**src/rtl/rrt_pkg.sv**
```systemverilog
package rrt_pkg;
  typedef enum logic {
    ACT_INSTALL = 1'b0,
    ACT_BYPASS  = 1'b1
  } act_e;

  function automatic act_e pick_act(input logic hit, input logic rep,
                                    input logic pol, input logic match,
                                    input logic stored);
    if (hit)       return ACT_INSTALL;
    else if (rep)  return act_e'(pol);
    else if (match) return act_e'(stored);
    else           return ACT_INSTALL;
  endfunction
endpackage

```
**src/rtl/rrt_line_split.sv**
```systemverilog
module rrt_line_split #(
  parameter int LINE_W       = 26,
  parameter int REGION_LINES = 64,
  parameter int ENTRIES      = 64,
  parameter int REP_SLOT     = 0
) (
  input  logic [LINE_W-1:0]                 line,
  output logic [$clog2(ENTRIES)-1:0]        idx,
  output logic [LINE_W-$clog2(REGION_LINES)-$clog2(ENTRIES)-1:0] tag,
  output logic                              is_rep
);
  localparam int SLOT_W = $clog2(REGION_LINES);
  localparam int IDX_W  = $clog2(ENTRIES);
  localparam int TAG_W  = LINE_W - SLOT_W - IDX_W;

  logic [SLOT_W-1:0] slot;

  always_comb begin
    slot   = line[SLOT_W-1:0];
    idx    = line[SLOT_W +: IDX_W];
    tag    = line[SLOT_W+IDX_W +: TAG_W];
    is_rep = (slot == SLOT_W'(REP_SLOT));
  end
endmodule

```
**src/rtl/rrt_bypass_table.sv**
```systemverilog
module rrt_bypass_table #(
  parameter int ENTRIES = 64,
  parameter int TAG_W   = 14
) (
  input  logic                        clk,
  input  logic                        rst,
  input  logic [$clog2(ENTRIES)-1:0]  idx,
  input  logic                        wr_en,
  input  logic [TAG_W-1:0]            wr_tag,
  input  logic                        wr_byp,
  output logic                        rd_vld,
  output logic [TAG_W-1:0]            rd_tag,
  output logic                        rd_byp
);
  localparam int DATA_W = TAG_W + 1;

  logic [DATA_W-1:0]  mem [ENTRIES];
  logic [ENTRIES-1:0] vld;
  logic [DATA_W-1:0]  rd_q;

  // Tag and verdict: plain RAM with registered read-first port.
  always_ff @(posedge clk) begin
    if (wr_en) mem[idx] <= {wr_tag, wr_byp};
    rd_q <= mem[idx];
  end

  // Valid flags live in flops so they can be cleared by reset.
  always_ff @(posedge clk) begin
    if (rst) begin
      vld    <= '0;
      rd_vld <= 1'b0;
    end else begin
      if (wr_en) vld[idx] <= 1'b1;
      rd_vld <= vld[idx];
    end
  end

  always_comb begin
    rd_tag = rd_q[DATA_W-1:1];
    rd_byp = rd_q[0];
  end

  // An entry never reads as valid before a write has reached it.
  p_empty_after_reset_r7: assert property (@(posedge clk) disable iff (rst)
    ($past(rst) |-> !rd_vld));
endmodule

```
**src/rtl/rrt_sat_counter.sv**
```systemverilog
module rrt_sat_counter #(
  parameter int CNT_W = 16
) (
  input  logic             clk,
  input  logic             rst,
  input  logic             inc,
  output logic [CNT_W-1:0] cnt
);
  localparam logic [CNT_W-1:0] TOP = '1;

  always_ff @(posedge clk) begin
    if (rst)                    cnt <= '0;
    else if (inc && cnt != TOP) cnt <= cnt + 1'b1;
  end

  p_step_r10: assert property (@(posedge clk) disable iff (rst)
    (inc && cnt != TOP) |=> (cnt == $past(cnt) + 1'b1));
  p_idle_r10: assert property (@(posedge clk) disable iff (rst)
    (!inc) |=> $stable(cnt));
  p_hold_top_r11: assert property (@(posedge clk) disable iff (rst)
    (cnt == TOP) |=> (cnt == TOP));
endmodule

```
**src/rtl/rrt_decide.sv**
```systemverilog
module rrt_decide #(
  parameter int TAG_W = 14
) (
  input  logic             clk,
  input  logic             rst,
  input  logic             s1_valid,
  input  logic             s1_rep,
  input  logic             s1_hit,
  input  logic             s1_pol,
  input  logic [TAG_W-1:0] s1_tag,
  input  logic             rd_vld,
  input  logic [TAG_W-1:0] rd_tag,
  input  logic             rd_byp,
  output logic             dec_valid,
  output logic             dec_bypass,
  output logic             dec_is_rep
);
  import rrt_pkg::*;

  logic match;
  act_e act;

  always_comb begin
    match = rd_vld && (rd_tag == s1_tag);
    act   = pick_act(s1_hit, s1_rep, s1_pol, match, rd_byp);
  end

  always_ff @(posedge clk) begin
    if (rst) begin
      dec_valid  <= 1'b0;
      dec_bypass <= 1'b0;
      dec_is_rep <= 1'b0;
    end else begin
      dec_valid  <= s1_valid;
      dec_bypass <= s1_valid && (act == ACT_BYPASS);
      dec_is_rep <= s1_valid && s1_rep;
    end
  end

  p_out_follows_stage_r2: assert property (@(posedge clk) disable iff (rst)
    s1_valid |=> dec_valid);
  p_no_spurious_r2: assert property (@(posedge clk) disable iff (rst)
    !s1_valid |=> !dec_valid);
  p_rep_uses_policy_r4: assert property (@(posedge clk) disable iff (rst)
    (s1_valid && s1_rep && !s1_hit) |=> (dec_bypass == $past(s1_pol)));
  p_hit_installs_r5: assert property (@(posedge clk) disable iff (rst)
    (s1_valid && s1_hit) |=> !dec_bypass);
  p_empty_installs_r7: assert property (@(posedge clk) disable iff (rst)
    (s1_valid && !s1_rep && !rd_vld) |=> !dec_bypass);
endmodule

```
**src/rtl/region_follow_tracker.sv**
```systemverilog
module region_follow_tracker #(
  parameter int LINE_W       = 26,
  parameter int REGION_LINES = 64,
  parameter int ENTRIES      = 64,
  parameter int REP_SLOT     = 0,
  parameter int CNT_W        = 16
) (
  input  logic             clk,
  input  logic             rst,
  input  logic             req_valid,
  input  logic [LINE_W-1:0] req_line,
  input  logic             req_hit,
  input  logic             pol_bypass,
  output logic             dec_valid,
  output logic             dec_bypass,
  output logic             dec_is_rep,
  output logic [CNT_W-1:0] rep_count,
  output logic [CNT_W-1:0] fol_count
);
  localparam int SLOT_W = $clog2(REGION_LINES);
  localparam int IDX_W  = $clog2(ENTRIES);
  localparam int TAG_W  = LINE_W - SLOT_W - IDX_W;

  logic [IDX_W-1:0] idx;
  logic [TAG_W-1:0] tag;
  logic             is_rep;
  logic             wr_en;

  logic             s1_valid, s1_rep, s1_hit, s1_pol;
  logic [TAG_W-1:0] s1_tag;
  logic             rd_vld, rd_byp;
  logic [TAG_W-1:0] rd_tag;

  rrt_line_split #(
    .LINE_W(LINE_W), .REGION_LINES(REGION_LINES),
    .ENTRIES(ENTRIES), .REP_SLOT(REP_SLOT)
  ) i_split (
    .line(req_line), .idx(idx), .tag(tag), .is_rep(is_rep)
  );

  // Only representative accesses write replacement state.
  assign wr_en = req_valid && is_rep;

  rrt_bypass_table #(.ENTRIES(ENTRIES), .TAG_W(TAG_W)) i_table (
    .clk(clk), .rst(rst), .idx(idx), .wr_en(wr_en),
    .wr_tag(tag), .wr_byp(pol_bypass),
    .rd_vld(rd_vld), .rd_tag(rd_tag), .rd_byp(rd_byp)
  );

  always_ff @(posedge clk) begin
    if (rst) begin
      s1_valid <= 1'b0;
      s1_rep   <= 1'b0;
      s1_hit   <= 1'b0;
      s1_pol   <= 1'b0;
      s1_tag   <= '0;
    end else begin
      s1_valid <= req_valid;
      s1_rep   <= req_valid && is_rep;
      s1_hit   <= req_hit;
      s1_pol   <= pol_bypass;
      s1_tag   <= tag;
    end
  end

  rrt_decide #(.TAG_W(TAG_W)) i_decide (
    .clk(clk), .rst(rst),
    .s1_valid(s1_valid), .s1_rep(s1_rep), .s1_hit(s1_hit),
    .s1_pol(s1_pol), .s1_tag(s1_tag),
    .rd_vld(rd_vld), .rd_tag(rd_tag), .rd_byp(rd_byp),
    .dec_valid(dec_valid), .dec_bypass(dec_bypass), .dec_is_rep(dec_is_rep)
  );

  rrt_sat_counter #(.CNT_W(CNT_W)) i_rep_cnt (
    .clk(clk), .rst(rst), .inc(s1_valid && s1_rep), .cnt(rep_count)
  );
  rrt_sat_counter #(.CNT_W(CNT_W)) i_fol_cnt (
    .clk(clk), .rst(rst), .inc(s1_valid && !s1_rep), .cnt(fol_count)
  );

  p_capture_r2: assert property (@(posedge clk) disable iff (rst)
    req_valid |=> s1_valid);
  p_rep_slot_r3: assert property (@(posedge clk) disable iff (rst)
    (s1_valid && s1_rep) |-> ($past(req_line[SLOT_W-1:0]) == SLOT_W'(REP_SLOT)));
  p_one_kind_r10: assert property (@(posedge clk) disable iff (rst)
    dec_valid |-> (($past(rep_count) != rep_count) || ($past(fol_count) != fol_count)
                   || (&rep_count) || (&fol_count)));
endmodule

```
**config.mk**
```make
export PLATFORM = sky130hd
export DESIGN_NAME = region_follow_tracker
export DESIGN_NICKNAME = d
export VERILOG_FILES = /design/src/rtl/rrt_pkg.sv /design/src/rtl/rrt_line_split.sv /design/src/rtl/rrt_bypass_table.sv /design/src/rtl/rrt_sat_counter.sv /design/src/rtl/rrt_decide.sv /design/src/rtl/region_follow_tracker.sv
export SDC_FILE = /design/constraint.sdc
export NUM_CORES = 1
export LEC_CHECK = 0
export BUFFER_PORTS_ARGS = -buffer_cell sky130_fd_sc_hd__buf_2
export CAP_MARGIN = 0
export CORE_AREA = 2 2 379 381
export DETAILED_ROUTE_END_ITERATION = 6
export DIE_AREA = 0 0 381 383
export SLEW_MARGIN = 0
export SYNTH_ARGS = -nofsm -noshare
export SYNTH_HDL_FRONTEND = slang
export SYNTH_SLANG_ARGS = --single-unit
```
**constraint.sdc**
```tcl
create_clock -name clk -period 3.85 [get_ports clk]
set_clock_uncertainty 0.2 [all_clocks]
set_input_delay 0.5775 -clock clk [delete_from_list [all_inputs] [get_ports clk]]
set_output_delay 0.5775 -clock clk [all_outputs]
set_load 0.03 [all_outputs]
```
# Word-level counts from Yosys, hierarchy flattened
# Memories as Yosys holds them, arrays and structs flattened. A register that Yosys moved wholly into a read port is not among the register bits.
# Index checks and enable logic that the tools add are counted.
[op_classes] add_sub_neg=2 magnitude_cmp=2 eq_ne=3 mux=9 bitwise_logic=1 reduce_logical=10
[ops] operator="64-bit OR" count=1
[ops] operator="16-bit by 1-bit adder with 16-bit output (second input constant)" count=2
[ops] operator="16-bit inequality test (second input constant)" count=2
[ops] operator="14-bit equality test" count=1
[ops] operator="1-bit logical AND" count=8
[ops] operator="6-bit by 7-bit < comparator with 1-bit output (second input constant)" count=1
[ops] operator="1-bit two-way mux" count=7
[ops] operator="1-bit binary-select mux with 6-bit select" count=1
[ops] operator="1-bit demux with 6-bit select" count=1
[ops] operator="6-bit by 1-bit greater-or-equal comparator with 1-bit output (second input constant)" count=1
[ops] operator="6-bit zero test" count=1
[ops] operator="1-bit zero test" count=1
[word_totals] regBits=118 ram_bits=960 inputBits=31 wordCells=40 n_memories=1
[memory_table] memory="i_table.mem" depth=64 word_bits=15 rd=1 rd_clocked_by_memory_dff=1 wr=1 line_no="rrt_bypass_table.sv:17" rtl="logic [DATA_W-1:0] mem [ENTRIES];"

# Longest topological paths before layout
[depth] depth_word=6 mapped_depth=11 mapped_depth_nobuf=7

# Hierarchy
# From an unflattened synthesis, not the netlist that was laid out.
[hier_totals] hier_cells=2531 hier_area_um2=42431.9
[modules_own_cells] mod="rrt_bypass_table" instances=1 cells_each=2243 area_per_inst_um2=39790.7
[modules_own_cells] mod="rrt_sat_counter" instances=2 cells_each=99 area_per_inst_um2=848.3
[modules_own_cells] mod="region_follow_tracker" instances=1 cells_each=40 area_per_inst_um2=524.3
[modules_own_cells] mod="rrt_decide" instances=1 cells_each=28 area_per_inst_um2=252.7
[modules_own_cells] mod="rrt_line_split" instances=1 cells_each=22 area_per_inst_um2=167.7

# Worst setup path after synthesis
# OpenSTA, ideal clock, no wires.
[synth_path] kind="input to register" from="in req_line[2]" to="mem i_table.mem[55][0] in the netlist's numbering (enable)" arrival_time_ps=2452 path_slack_ps=810 path_stages=4 path_buffers=0 cell_sequence="or4b_1 nor4_4 nand3_1 nor2_1"
[synth_between] elab_chain_len=4
[synth_lines] element="start, declared" line_no="region_follow_tracker.sv:11" rtl="input logic [LINE_W-1:0] req_line,"
[synth_lines] element="6-bit zero test" line_no="rrt_line_split.sv:22" rtl="is_rep = (slot == SLOT_W'(REP_SLOT));"
[synth_lines] element="1-bit logical AND" line_no="region_follow_tracker.sv:42" rtl="assign wr_en = req_valid && is_rep;"
[synth_lines] element="1-bit two-way mux" line_no="rrt_bypass_table.sv:23" rtl="if (wr_en) mem[idx] <= {wr_tag, wr_byp};"
[synth_lines] element="1-bit two-way mux (not written as such)" line_no="rrt_bypass_table.sv:23"
[synth_lines] element="end, declared" line_no="rrt_bypass_table.sv:17"
# No other way between the ends.

# Worst setup path after layout
[layout_path] from="in req_valid" to="mem i_table.mem[13][9] in the netlist's numbering (enable)"
[layout_between] elab_chain_len=3
[layout_lines] element="start, declared" line_no="region_follow_tracker.sv:10" rtl="input logic req_valid,"
[layout_lines] element="1-bit logical AND" line_no="region_follow_tracker.sv:42"
[layout_lines] element="1-bit two-way mux" line_no="rrt_bypass_table.sv:23"
[layout_lines] element="1-bit two-way mux (not written as such)" line_no="rrt_bypass_table.sv:23"
# No other way between the ends.

==> impl_metrics.yaml <==
logic_synthesis:
  synth_compound_area_share_pct: 8.01
  avgSynthCellArea_um2: 16.5
  synth_top_family_by_area: "multiplexers"
  synth_xor_area_share_pct: 0.829
  yosys.area_share.adder_pct: 0.0592
  ys_async_sr_fraction_pct: 0
  synth_seq_cells: 1093
  synth_area_um2: 42300
  synth-edff-count: 960
  yosys.area_share.simple_pct: 5.51
  syn_nets: 2595
  yosys_warnings: 0
  synth_flop_cell: "edfxtp_1"
  synthMuxAreaShare_pct: 8.95
  ys_types: 75
  synth_cells: 2562
  ys_seq_area_share_pct: 74.5
drt:
  routed_wl_mm: 126
  ant_nets: 0
  firstDrtPassIters: 7
  drt_iter0_drc: 3202
  vias: 25100
  routedWlPerCell_um: 26.4
  drc: 5
  vias_per_cell: 5.23
critical_path:
  cp_slowest_cell: "dlygate4sd3_1"
  arrival_ns: 3.29
  critPathLaunchType: "primary input"
  crit_chain: "dlygate4sd3_1 -> buf_2 -> or4b_1 -> nor4_4 -> buf_4 -> nand2_1 -> nor2_1 -> buf_4"
  cpMostUsedCell: "buf_4"
  slowest_delay_ns: 0.53
  critPathBufInv: 4
  crit_family: "simple AND/OR/NAND/NOR gates"
  endpoint_kind: "flip-flop"
  crit_fanout: 10
  reg2reg_slack_ns: 1.24
  critPathKind: "in2reg"
  required_ns: 4.03
clock_network:
  clk_pin_slew_ns: 0.06
  cts-root-buf: "clkbuf_16"
  h-tree-depth: 3
  clock_sinks: 1093
  clockBufferDepth: 3
  cts_tree: "yes"
  numCtsBuffers: 111
  clkLatencyLatePin_ns: 0.69
global_route:
  antenna_found_initial: 7
  grt_max_degree: 66
  grt_pass1_wl_mm: 181
  grtUsageTotal_pct: 16.9
  grt_pass1_vias: 24200
  overflow: 0
sta:
  setup_viol: 0
  grt_setup_unrepaired: "false"
  fin_crit_ns: 3.11
  min_period_over_period_pct: 80.9
  tightestPinTransition_ns: 1.28
  fin_hold_ws_ns: 0.200
  max_freq_mhz: 321
  max_slew_margin_pct: 14.6
  drv_slew: 0
  fin_setup_tns_ns: 0
  finalHoldViolations: 0
floorplanning:
  coreArea_um2: 142000
  dieArea_um2: 146000
  start_util_pct: 29.7
  rows: 139
  dieHeight_um: 383
  fp.dieW_um: 381
  ios: 66
final_layout:
  drive_gt1_share_pct: 21.2
  seqCellArea_um2: 31500
  final_nets: 2830
  syn2layout_area_growth_pct: 17.2
  stdcell_count: 4793
  nFillCells: 13600
  multiInputGateArea_um2: 9930
  stdcell_area_um2: 49500
run_status:
  status: "finished, violations left"
  violations: "DRC"
place:
  port_buffers: 65
  place_congestion: 0.922
  hpwlAfterDp_mm: 79.2
  place_area_um2: 46000
  dp.cells: 4585
pwr:
  total_power_mw: 24.8
  power_leakage_nw: 16.2
  peakVddDrop_mv: 0.353
  powerDensity_nw_per_um2: 501
flow_run:
  drv_cap: 0
hold_path:
  hp-class: "reg2reg"
-- worst register-to-register path: cells and delay by family (launching register included) --
family	cells	cell delay, ns
buf+inv	1	0.20
mux	2	0.81
simple gates	1	0.54
flops	1	0.36
compound gates	2	0.39
-- metrics by stage --
step	setup slack, ns	utilization (%)
finish	0.737	34.8
global route	0.712	34.8
CTS	0.791	34.8
detailed placement	0.380	32.3
global placement	0.376	32.3
floorplan	0.810	-
-- cells in the mapped netlist (all sizes together) (6+ instances only) --
| master | count | area share [%] |
|---|---|---|
| o22a | 9 | 0.19 |
| nor2 | 293 | 2.6 |
| o221ai | 18 | 0.37 |
| inv | 7 | 0.062 |
| and2 | 7 | 0.10 |
| o2bb2ai | 21 | 0.44 |
| clkbuf | 59 | 0.53 |
| nor2b | 28 | 0.41 |
| mux2 | 94 | 2.5 |
| nand2 | 101 | 0.90 |
| xor2 | 16 | 0.33 |
| mux4 | 63 | 3.4 |
| a221oi | 95 | 2.0 |
| edfxtp | 960 | 68 |
| a22oi | 64 | 1.1 |
| and4 | 6 | 0.12 |
| nand4 | 14 | 0.21 |
| mux2i | 128 | 3.0 |
| dfxtp | 133 | 6.3 |
| a21oi | 59 | 0.70 |
| nand3 | 22 | 0.26 |
| xnor2 | 24 | 0.50 |
| buf | 100 | 1.6 |
| o22ai | 47 | 0.70 |
| a221o | 24 | 0.57 |
| nor3 | 9 | 0.11 |
| o21ai | 54 | 0.64 |
| a31oi | 12 | 0.18 |
| nor4 | 6 | 0.12 |
| a22o | 18 | 0.37 |
-- where the power goes --
part           switching, mW  internal [mW]  leakage [nW]
Combinational          0.939          0.433          4.77
Clock                   4.49           6.03          1.72
Sequential            0.0192           12.9          9.71
-- layout make-up --
type | instances | share of cell area (%)
sequential | 1093 | 63.6
multi-input combinational | 1303 | 20.0
clock buffer | 143 | 6.08
tap | 1903 | 4.81
timing repair buffer | 281 | 4.41
clock inverter | 61 | 1.04
inverter | 7 | 0.0556
antenna | 2 | 0.0101
-- sequential cells by signal, summed over array words and instances, names as in the netlist --
signal,cells
i_table.rd_q,15
s1_hit,1
i_rep_cnt.cnt,16
i_table.rd_vld,1
i_table.vld,64
i_fol_cnt.cnt,16
i_table.mem,960
i_decide.dec_valid,1
s1_valid,1
i_decide.dec_bypass,1
s1_rep,1
i_decide.dec_is_rep,1
s1_pol,1
s1_tag,14
-- layer usage --
| layer | routed length (um) | track usage, % |
|---|---|---|
| met2 | 58000 | 26.4 |
| met3 | 12400 | 3.55 |
| met5 | 56 | 0 |
| met4 | 3640 | 5.30 |
| met1 | 52400 | 23.6 |
-- cells by family after synthesis --
group           count (synthesis)
compound gates                454
flops                        1093
mux                           285
simple gates                  522
buf+inv                       166
fa+ha+maj                       2
xor+xnor                       40
-- path summary, 6_finish.rpt --
kind,from,end,cells past startpoint
max,req_valid,i_table.mem[13][9],8
min,s1_hit,i_decide.dec_bypass,1
max reg2reg,i_table.mem[46][11],i_table.rd_q[11],6
min reg2reg,s1_hit,i_decide.dec_bypass,1
-- cells in the final DEF, fill, tap and decap left out, types with 49 or more instances in the layout --
cell type	instances
o21ai_0	49
mux2_2	79
mux2i_1	128
clkbuf_16	114
a22oi_1	63
a221oi_1	94
mux4_2	60
edfxtp_1	960
buf_4	199
buf_2	61
dfxtp_1	133
nand2_1	101
a21oi_1	59
nor2_1	286
-- what timing repair did --
item | CTS | global route
setup buffers | 0 | 0
hold buffers | 2 | 0
hold endpoints to repair | 2 | 0
gates resized for setup | 0 | 0
(Power assumes the default switching activity.)
